## config.mk

```make
export PLATFORM = sky130hd
export DESIGN_NAME = fmp_collector
export DESIGN_NICKNAME = d
export VERILOG_FILES = /design/src/rtl/fmp_pkg.sv /design/src/rtl/fmp_decode.sv /design/src/rtl/fmp_mode_info.sv /design/src/rtl/fmp_gather.sv /design/src/rtl/fmp_collector.sv
export SDC_FILE = /design/constraint.sdc
export NUM_CORES = 1
export LEC_CHECK = 0
export BUFFER_PORTS_ARGS = -buffer_cell sky130_fd_sc_hd__buf_4
export CORE_AREA = 2 2 119 150
export CTS_CLUSTER_SIZE = 14
export DETAILED_ROUTE_END_ITERATION = 10
export DIE_AREA = 0 0 121 152
export HOLD_SLACK_MARGIN = 0.05
export MAX_ROUTING_LAYER = met4
export PLACE_DENSITY = 0.88
export SETUP_SLACK_MARGIN = 0.5
export SLEW_MARGIN = 20
export SYNTH_ARGS = -nofsm -noshare
export SYNTH_HDL_FRONTEND = slang
export SYNTH_HIERARCHICAL = 1
export SYNTH_SLANG_ARGS = --single-unit
```

## constraint.sdc

```tcl
create_clock -name clk -period 3.4 [get_ports clk]
set_input_delay 0.68 -clock clk [delete_from_list [all_inputs] [get_ports clk]]
set_output_delay 0.68 -clock clk [all_outputs]
set_load 0.01 [all_outputs]
```

## src/rtl/fmp_pkg.sv

```systemverilog
// Package: shared types and constants for the fast multi-element program collector.
// Assumes a fixed eight-byte staging group, which is the widest mode (octuple byte).
package fmp_pkg;

    localparam int GROUP_BYTES = 8;
    localparam int LANE_W      = $clog2(GROUP_BYTES);
    localparam int PAYLOAD_W   = GROUP_BYTES * 8;
    localparam int DATA_W      = 16;
    localparam int CNT_W       = 4;

    // Setup codes carried on wr_data[7:0]
    localparam logic [7:0] CODE_DWORD = 8'hA1;
    localparam logic [7:0] CODE_QWORD = 8'hA2;
    localparam logic [7:0] CODE_DBYTE = 8'hB1;
    localparam logic [7:0] CODE_QBYTE = 8'hB2;
    localparam logic [7:0] CODE_OBYTE = 8'hB3;

    typedef enum logic [2:0] {
        FM_NONE  = 3'd0,
        FM_DWORD = 3'd1,
        FM_QWORD = 3'd2,
        FM_DBYTE = 3'd3,
        FM_QBYTE = 3'd4,
        FM_OBYTE = 3'd5
    } fm_mode_e;

    typedef enum logic {
        ST_IDLE    = 1'b0,
        ST_COLLECT = 1'b1
    } fm_state_e;

endpackage

```

## src/rtl/fmp_decode.sv

```systemverilog
// Module: turns a setup data byte into a collection mode.
// Assumes the code arrives on the low data byte; unknown codes yield FM_NONE.
module fmp_decode
    import fmp_pkg::*;
(
    input  logic [7:0] code,
    output fm_mode_e   mode
);

    // Map each recognised setup code to its mode
    always_comb begin
        unique case (code)
            CODE_DWORD: mode = FM_DWORD;
            CODE_QWORD: mode = FM_QWORD;
            CODE_DBYTE: mode = FM_DBYTE;
            CODE_QBYTE: mode = FM_QBYTE;
            CODE_OBYTE: mode = FM_OBYTE;
            default:    mode = FM_NONE;
        endcase
    end

endmodule

```

## src/rtl/fmp_mode_info.sv

```systemverilog
// Module: per-mode attributes (element count, group size in address bits, word flag).
// Assumes byte addressing; span_log counts the low address bits that form the group.
module fmp_mode_info
    import fmp_pkg::*;
(
    input  fm_mode_e         mode,
    output logic [CNT_W-1:0] need_cnt,
    output logic [1:0]       span_log,
    output logic             wide
);

    // Table of count, span and width for each mode
    always_comb begin
        need_cnt = '0;
        span_log = 2'd0;
        wide     = 1'b0;
        unique case (mode)
            FM_DWORD: begin need_cnt = 4'd2; span_log = 2'd2; wide = 1'b1; end
            FM_QWORD: begin need_cnt = 4'd4; span_log = 2'd3; wide = 1'b1; end
            FM_DBYTE: begin need_cnt = 4'd2; span_log = 2'd1; wide = 1'b0; end
            FM_QBYTE: begin need_cnt = 4'd4; span_log = 2'd2; wide = 1'b0; end
            FM_OBYTE: begin need_cnt = 4'd8; span_log = 2'd3; wide = 1'b0; end
            default:  begin need_cnt = '0;   span_log = 2'd0; wide = 1'b0; end
        endcase
    end

endmodule

```

## src/rtl/fmp_gather.sv

```systemverilog
// Module: eight-lane byte staging buffer with valid flags.
// Assumes offset is already masked to the group and has bit 0 cleared in word mode.
// nxt_* show the buffer contents including the write of the current cycle.
module fmp_gather
    import fmp_pkg::*;
(
    input  logic                   clk,
    input  logic                   rst_n,
    input  logic                   clear,
    input  logic                   we,
    input  logic                   wide,
    input  logic [LANE_W-1:0]      offset,
    input  logic [DATA_W-1:0]      data,
    output logic [PAYLOAD_W-1:0]   nxt_payload,
    output logic [GROUP_BYTES-1:0] nxt_lanes
);

    logic [PAYLOAD_W-1:0]   pay_q;
    logic [GROUP_BYTES-1:0] val_q;

    for (genvar i = 0; i < GROUP_BYTES; i++) begin : g_lane
        localparam logic [LANE_W-1:0] LI = LANE_W'(i);
        logic       hit;
        logic [7:0] bval;

        // Lane select: word writes claim a lane pair, byte writes a single lane
        always_comb begin
            hit  = we && (wide ? (offset[LANE_W-1:1] == LI[LANE_W-1:1]) : (offset == LI));
            bval = (wide && LI[0]) ? data[15:8] : data[7:0];
        end

        // Next contents of this lane
        always_comb begin
            if (clear) begin
                nxt_payload[8*i +: 8] = 8'h00;
                nxt_lanes[i]          = 1'b0;
            end else if (hit) begin
                nxt_payload[8*i +: 8] = bval;
                nxt_lanes[i]          = 1'b1;
            end else begin
                nxt_payload[8*i +: 8] = pay_q[8*i +: 8];
                nxt_lanes[i]          = val_q[i];
            end
        end
    end

    // Store the staged lanes
    always_ff @(posedge clk) begin
        if (!rst_n) begin
            pay_q <= '0;
            val_q <= '0;
        end else begin
            pay_q <= nxt_payload;
            val_q <= nxt_lanes;
        end
    end

endmodule

```

## src/rtl/fmp_collector.sv

```systemverilog
// Module: top of the fast multi-element program collector.
// Accepts a setup write, gathers the mode's address/data pairs within one aligned
// group, and emits a single registered request on the last pair. Assumes wr_en is a
// one-cycle strobe per write and that eng_busy only gates new setups.
module fmp_collector
    import fmp_pkg::*;
#(
    parameter int ADDR_W = 24
) (
    input  logic                   clk,
    input  logic                   rst_n,
    input  logic                   wr_en,
    input  logic [ADDR_W-1:0]      wr_addr,
    input  logic [DATA_W-1:0]      wr_data,
    input  logic                   eng_busy,
    output logic                   prog_start,
    output logic [ADDR_W-1:0]      prog_base,
    output logic [PAYLOAD_W-1:0]   prog_payload,
    output logic [GROUP_BYTES-1:0] prog_lanes,
    output logic                   prog_word_mode
);

    fm_state_e              state_q;
    fm_mode_e               mode_q;
    fm_mode_e               dec_mode;
    logic [CNT_W-1:0]       taken_q;
    logic [ADDR_W-1:0]      base_q;
    logic [CNT_W-1:0]       need_cnt;
    logic [1:0]             span_log;
    logic                   wide;
    logic [ADDR_W-1:0]      grp_mask;
    logic [ADDR_W-1:0]      wr_base;
    logic [LANE_W-1:0]      offset;
    logic                   first_elem;
    logic                   tag_ok;
    logic                   collecting;
    logic                   setup_ok;
    logic                   data_wr;
    logic                   abort;
    logic                   last;
    logic [PAYLOAD_W-1:0]   nxt_payload;
    logic [GROUP_BYTES-1:0] nxt_lanes;

    fmp_decode u_decode (
        .code (wr_data[7:0]),
        .mode (dec_mode)
    );

    fmp_mode_info u_info (
        .mode     (mode_q),
        .need_cnt (need_cnt),
        .span_log (span_log),
        .wide     (wide)
    );

    // Group tag and lane offset of the incoming write
    always_comb begin
        grp_mask   = {ADDR_W{1'b1}} << span_log;
        wr_base    = wr_addr & grp_mask;
        offset     = wr_addr[LANE_W-1:0] & ~(3'b111 << span_log) & (wide ? 3'b110 : 3'b111);
        first_elem = (taken_q == '0);
        tag_ok     = first_elem || (wr_base == base_q);
    end

    // Classify the write against the current state
    always_comb begin
        collecting = (state_q == ST_COLLECT);
        setup_ok   = !collecting && wr_en && !eng_busy && (dec_mode != FM_NONE);
        data_wr    = collecting && wr_en && tag_ok;
        abort      = collecting && wr_en && !tag_ok;
        last       = data_wr && ((taken_q + 4'd1) == need_cnt);
    end

    fmp_gather u_gather (
        .clk         (clk),
        .rst_n       (rst_n),
        .clear       (setup_ok),
        .we          (data_wr),
        .wide        (wide),
        .offset      (offset),
        .data        (wr_data),
        .nxt_payload (nxt_payload),
        .nxt_lanes   (nxt_lanes)
    );

    // Sequence control: setup, element counting, cancel and commit
    always_ff @(posedge clk) begin
        if (!rst_n) begin
            state_q <= ST_IDLE;
            mode_q  <= FM_NONE;
            taken_q <= '0;
            base_q  <= '0;
        end else begin
            unique case (state_q)
                ST_IDLE: begin
                    if (setup_ok) begin
                        state_q <= ST_COLLECT;
                        mode_q  <= dec_mode;
                        taken_q <= '0;
                    end
                end
                ST_COLLECT: begin
                    if (abort) begin
                        state_q <= ST_IDLE;
                    end else if (data_wr) begin
                        taken_q <= taken_q + 4'd1;
                        if (first_elem) base_q <= wr_base;
                        if (last) state_q <= ST_IDLE;
                    end
                end
                default: state_q <= ST_IDLE;
            endcase
        end
    end

    // Request register: loaded only on commit, strobe lasts one cycle
    always_ff @(posedge clk) begin
        if (!rst_n) begin
            prog_start     <= 1'b0;
            prog_base      <= '0;
            prog_payload   <= '0;
            prog_lanes     <= '0;
            prog_word_mode <= 1'b0;
        end else begin
            prog_start <= last;
            if (last) begin
                prog_base      <= base_q;
                prog_payload   <= nxt_payload;
                prog_lanes     <= nxt_lanes;
                prog_word_mode <= wide;
            end
        end
    end

endmodule

```

==> Word level (Yosys, flattened, before mapping) <==
Cells that the tools add are included.
{ "totals": {"wordCells": 131, "input_bits": 44, "register_bits": 202, "out_inout_bits": 98} }
{ "op_classes": {"n_bitwise": 6, "n_reduce_logical": 31, "addsub": 1, "shift": 2, "mux": 55, "n_eq_ne": 25} }
{ "op_table": {"columns": ["operator", "count"], "rows": [
  ["8-bit 2-to-1 mux", 17],
  ["8-bit == test, second input constant", 5],
  ["1-bit 2-to-1 mux", 30],
  ["24-bit bitwise AND", 1],
  ["24-bit == test", 1],
  ["24-bit by 2-bit left shift with 24-bit output, first input constant", 1],
  ["3-bit == test, second input constant", 6],
  ["1-bit logical AND", 15],
  ["3-bit case mux with 5 select lines", 1],
  ["3-bit by 2-bit == test with 1-bit output, second input constant", 4],
  ["4-bit 2-to-1 mux", 3],
  ["4-bit case mux with 3 select lines", 1],
  ["2-bit OR reduction", 5],
  ["4-bit case mux with 2 select lines", 1],
  ["3-bit bitwise AND", 2],
  ["3-bit by 1-bit == test with 1-bit output, second input constant", 2],
  ["2-bit case mux with 3 select lines", 1],
  ["4-bit by 1-bit adder with 4-bit output, second input constant", 1],
  ["2-bit == test, second input constant", 2],
  ["4-bit == test", 1],
  ["4-bit logical NOT", 1],
  ["2-bit inequality test, second input constant", 2],
  ["4-bit AND reduction", 1],
  ["1-bit logical NOT", 3],
  ["12 further kinds", 13]
]} }

==> Longest topological paths before layout <==
{ "logic_depth": {"ltp_word": 13, "ltp_mapped": 14, "mapped_depth_nobuf": 12} }

==> By module <==
Netlist, hierarchy kept.
{ "modules_own_cells": {"columns": ["mod", "cells_per_inst", "instances", "area_each_um2"], "rows": [
  ["fmp_collector", 620, 1, 5499.0],
  ["fmp_gather", 448, 1, 3916.3],
  ["fmp_mode_info", 13, 1, 82.6],
  ["fmp_decode", 8, 1, 66.3]
]} }

==> Worst setup path before layout <==
Ideal clock, no wire load.
{ "synth_path": {"kind": "register to register", "from": "reg mode_q[2]", "to": "reg prog_payload[40]", "n_path_buf": 2, "period_less_slack_ns": 3.123, "t_arrival_ns": 3.052, "path_stages_with_launch": 15, "setup_ns": 0.072, "setup_slack_ns": 0.277, "cell_sequence": "dfxtp_1 nor2_1 xnor2_1 nor2b_1 xor2_1 nor4_1 nand4_1 a21oi_1 nand2_1 or3_1 buf_2 buf_2 mux2i_1 nand2_1 mux2i_1"} }
{ "synth_via": {"word_cells_on_any_way": 32, "classes_between": "9 x eq/ne; 2 x shift; 8 x mux; 4 x bitwise; 9 x reduce/logical"} }
{ "synth_lines": {"columns": ["element", "line_no", "rtl"], "rows": [
  ["start, declared", "fmp_collector.sv:24", "fm_mode_e mode_q;"],
  ["start signal, assigned", "fmp_collector.sv:98", "mode_q <= dec_mode;"],
  ["3-bit == test, or another cell as far along", "fmp_mode_info.sv:17", "unique case (mode)"],
  ["2-bit OR reduction (no source line)", null, null],
  ["2-bit case mux with 3 select lines *", "fmp_mode_info.sv:17", null],
  ["named net span_log[1]", "fmp_collector.sv:29", "logic [1:0] span_log;"],
  ["24-bit by 2-bit left shift with 24-bit output *", "fmp_collector.sv:58", "grp_mask = {ADDR_W{1'b1}} << span_log;"],
  ["24-bit bitwise AND *", "fmp_collector.sv:59", "wr_base = wr_addr & grp_mask;"],
  ["24-bit == test *", "fmp_collector.sv:62", "tag_ok = first_elem || (wr_base == base_q);"],
  ["1-bit logical OR *", "fmp_collector.sv:62", null],
  ["1-bit logical AND *", "fmp_collector.sv:69", "data_wr = collecting && wr_en && tag_ok;"],
  ["named net data_wr", "fmp_collector.sv:38", "logic data_wr;"],
  ["1-bit logical AND *", "fmp_gather.sv:28", "hit = we && (wide ? (offset[LANE_W-1:1] == LI[LANE_W-1:1]) : (offset == LI));"],
  ["8-bit 2-to-1 mux *", "fmp_gather.sv:37", "end else if (hit) begin"],
  ["8-bit 2-to-1 mux *", "fmp_gather.sv:34", "if (clear) begin"],
  ["named net nxt_payload[40]", "fmp_collector.sv:41", "logic [PAYLOAD_W-1:0] nxt_payload;"],
  ["end signal, assigned", "fmp_collector.sv:128", "prog_payload <= nxt_payload;"],
  ["end, declared", "fmp_collector.sv:18", "output logic [PAYLOAD_W-1:0] prog_payload,"]
]} }
Mark *: on every way through the listed nets, which the timed path passes. The rest lies on a longest branch.
A chain may end at the register's enable or synchronous reset.

==> Worst setup path in the final report <==
{ "layout_path": {"from": "reg mode_q[2]", "to": "reg prog_lanes[5]"} }
{ "layout_via": {"word_cells_on_any_way": 31, "classes_between": "9 x eq/ne; 2 x shift; 7 x mux; 4 x bitwise; 9 x reduce/logical"} }
{ "layout_lines": {"columns": ["element", "line_no", "rtl"], "rows": [
  ["3-bit == test, or another cell as far along", "fmp_mode_info.sv:17", null],
  ["2-bit OR reduction (no source line)", null, null],
  ["2-bit case mux with 3 select lines *", "fmp_mode_info.sv:17", null],
  ["named net span_log[1]", "fmp_collector.sv:29", null],
  ["24-bit by 2-bit left shift with 24-bit output *", "fmp_collector.sv:58", null],
  ["24-bit bitwise AND *", "fmp_collector.sv:59", null],
  ["24-bit == test *", "fmp_collector.sv:62", null],
  ["1-bit logical OR *", "fmp_collector.sv:62", null],
  ["1-bit logical AND *", "fmp_collector.sv:69", null],
  ["named net data_wr", "fmp_collector.sv:38", null],
  ["1-bit logical AND *", "fmp_gather.sv:28", null],
  ["1-bit 2-to-1 mux *", "fmp_gather.sv:37", null],
  ["1-bit 2-to-1 mux *", "fmp_gather.sv:34", null],
  ["named net nxt_lanes[5]", "fmp_collector.sv:42", "logic [GROUP_BYTES-1:0] nxt_lanes;"],
  ["end signal, assigned", "fmp_collector.sv:129", "prog_lanes <= nxt_lanes;"],
  ["end, declared", "fmp_collector.sv:19", "output logic [GROUP_BYTES-1:0] prog_lanes,"]
]} }
Marks and branches as above.

==> summary.log <==
qor: clock_network.cts_max_path_buffers 3
qor: power_and_ir_drop.design_power_total 4.78 mW
qor: timing.maxClockFrequency 0.338 GHz
qor: detailed_routing.drc_errors 0
qor: global_route.grt.met2_usage 42.6%
qor: synthesis.postSynth.asyncResetShare 0%
qor: finish.area.growth.synth_to_final 24.5%
qor: global_route.antenna_violations_before_repair 0
qor: clock_network.h_tree_levels 1
qor: critical_path.worstReg2RegStart mode_q[2]
qor: run_status.run_status completed
qor: finish.final_nets 1280
qor: global_route.pin_count_of_the_biggest_net_entering_global_routing 232
qor: critical_path.cp-end-kind flip-flop
qor: clock_network.worstSkewPairLatency 0.50 ns
qor: floorplan.die-height 152 um
qor: detailed_routing.first_drt_iteration_drcs 572
qor: synthesis.syn-instance-count 1089
qor: critical_path.crit_path_start mode_q[2]
qor: detailed_routing.postRouteAntennaNets 0
qor: synthesis.synth_seq_area_share 42.3%
qor: synthesis.synth-seq-cells 202
qor: global_route.grt_pass1_vias 7568
qor: clock_network.cts-root-buf clkbuf_16
qor: clock_network.path_clk_slew 0.06 ns
qor: power_and_ir_drop.p_leak 4.99 nW
qor: floorplan.core_region_area 17100 um^2
qor: clock_network.clock_tree_from_tritoncts yes
qor: timing.setup_tns 0 ns
qor: timing.fin_crit_sh 87.0%
qor: detailed_routing.totalWireLength 26000 um
qor: timing.min_period 2.96 ns
qor: power_and_ir_drop.irDropWorstVdd 0.344 mV
qor: global_route.globalRouteOverflowTotal 0
qor: timing.fin_skew 0.0264 ns
qor: timing.max_slew.worst_pin.slew 1.09 ns
qor: global_route.track_usage 25.5%
qor: timing.max_slew_margin 27.3%
qor: detailed_routing.post_drt_via_cell_ratio 5.57
qor: hold_path.hold_path.class in -> reg
qor: floorplan.initial_core_util 56.0%
qor: floorplan.design.die.area 18400 um^2
qor: global_route.grtUsageMet3 4.47%
qor: place.detailedPlacementHpwl 15700 um
qor: critical_path.startpoint_type flip-flop
qor: global_route.grt-busiest-layer met2
qor: critical_path.worst-path-max-fanout 18
qor: finish.antennaDiodeCount 0
qor: timing.grt_setup_unrepaired true
qor: power_and_ir_drop.power_density 401 nW/um^2
qor: floorplan.die_x 121 um
qor: synthesis.avgSynthCellArea 8.78 um^2
qor: finish.layout_fillers 1237
qor: timing.setup_viol_count_final 0
qor: critical_path.timing.critical_path.required 3.79 ns
qor: finish.mostFrequentLayoutCell nand2_1
qor: clock_network.cts_inserted_buffers 20
qor: global_route.gr-usage-met1 30.2%
qor: timing.holdWs 0.406 ns
qor: critical_path.path_class reg -> reg
qor: finish.multi_input_area 5250 um^2
qor: synthesis.yosysWarnings 6
qor: synthesis.synth_cell_types 45
qor: synthesis.synth_top_area_share 42.3%
qor: detailed_routing.first_pass_iters 5
qor: synthesis.ys_top_cells_by_area dfxtp_1 42%, mux2i_1 21%, nand2_1 12%
qor: critical_path.critical_path_arrival 3.34 ns
qor: floorplan.core.rowCount 54
qor: hold_path.timing.hold.worst.start wr_en
qor: global_route.grt_pass1_wl 37500 um
qor: floorplan.floorplan.io_pins 142
qor: synthesis.synth_area_leader_cell dfxtp_1
qor: synthesis.synth_enable_flop_cells 0
qor: synthesis.synth.net_count 1135
qor: place.portBuffers 141
qor: finish.final_layout_size_suffix_gt1_share 21.7%
qor: detailed_routing.vias 8188
qor: place.place_congestion 0.848
qor: timing.finalHoldViolations 0
qor: timing.report.final.slew_viol_count 0
qor: detailed_routing.detail_route.wl_per_cell 17.7 um
qor: finish.sequential_cell_area 4050 um^2
qor: clock_network.clock_sinks 202
qor: run.max_cap_violations 0
qor: synthesis.syn-cell-area 9560 um^2
qor: finish.final_cell_mix 312 x nand2_1, 199 x dfxtp_1, 197 x mux2i_1
qor: synthesis.ys.flop_type dfxtp_1
==> cell families after synthesis <==
family / after synthesis / share of synthesized area (%)
XOR/XNOR: 33 / 3.02
adder cells (fa/ha/maj): 2 / 0.262
AND/OR/NAND/NOR: 460 / 21.3
multiplexers: 213 / 22.4
buffers and inverters: 91 / 4.92
flip-flops: 202 / 42.3
other: 1 / 0.0392
AO/OA/AOI/OAI: 87 / 5.81
==> layout make-up <==
| cell class | count | share of cell area [%] |
|---|---|---|
| Timing Repair Buffer | 199 | 13.7 |
| Clock buffer | 31 | 5.06 |
| Multi-Input combinational cell | 799 | 44.1 |
| Clock inverter | 4 | 0.378 |
| Sequential cell | 202 | 34.0 |
| Inverter | 12 | 0.378 |
| Tap cell | 224 | 2.35 |
==> stage by stage <==
stage                     util, %  setup WS, ns  std cells  area [um^2]
after floorplan                 -         0.522       1089         9580
after global placement       62.9         0.261       1398        10700
after detailed placement     62.9         0.195       1398        10800
after CTS                    67.2         0.502       1434        11500
after global routing         69.7         0.311       1471        11900
final                        69.7         0.443       1471        11900
==> cells in the mapped netlist (all sizes together), types with 3 or more instances <==
library cell and instances:
a21boi 25, a21oi 16, a22oi 3, and2 4
buf 31, clkbuf 48, dfxtp 202, inv 12
mux2 8, mux2i 205, nand2 314, nand2b 67
nand3 8, nand4 5, nor2 28, nor2b 15
nor3b 4, o211ai 8, o21ai 27, xnor2 22
xor2 11
==> worst paths after layout <==
| check | slack [ns] | to | depth (start not counted) |
|---|---|---|---|
| min | 0.41 | collecting | 2 |
| max | 0.44 | prog_lanes[5] | 13 |
| min reg2reg | 0.46 | prog_base[23] | 2 |
| max reg2reg | 0.44 | prog_lanes[5] | 13 |
==> metal layers <==
layer	vias to the layer above	wire length, um	share of wire [%]
li1	3873	-	-
met4	0	1320	5.1
met1	3878	10000	38
met3	96	1830	7.0
met2	341	12800	49
met5	-	0	0
==> what timing repair did <==
item / in CTS / in global routing
resized for setup: 21 / 30
buffers inserted: 1 / 32
hold buffers: 0 / 0
gates cloned: 0 / 5
setup endpoints to repair: 72 / 88
pin swaps: 4 / 8
==> flip-flops by register name (all words and copies together), names as in the netlist, 3 cells and up <==
name	flops
u_gather/pay_q	64
base_q	24
taken_q	4
prog_base	24
mode_q	3
prog_payload	64
u_gather/val_q	8
prog_lanes	8
==> critical path: stages, from the launching register on <==
cell and delay, ns:
dfxtp_4 0.37, nor2_4 0.15, xnor2_4 0.15, nor2b_2 0.08, xor2_1 0.14, nor4_1 0.28, nand4_1 0.24, a21oi_4 0.25
nand2_1 0.10, or3_1 0.37, buf_12 0.19, a21oi_1 0.18, nand2_1 0.11, mux2i_1 0.24
==> power breakdown <==
| part | switching [mW] | total, mW | internal, mW |
|---|---|---|---|
| Combinational | 0.139 | 0.212 | 0.0732 |
| Sequential | 0.000920 | 2.37 | 2.37 |
| Clock | 0.906 | 2.20 | 1.29 |
Note: power is estimated with default switching activity, not from simulation.
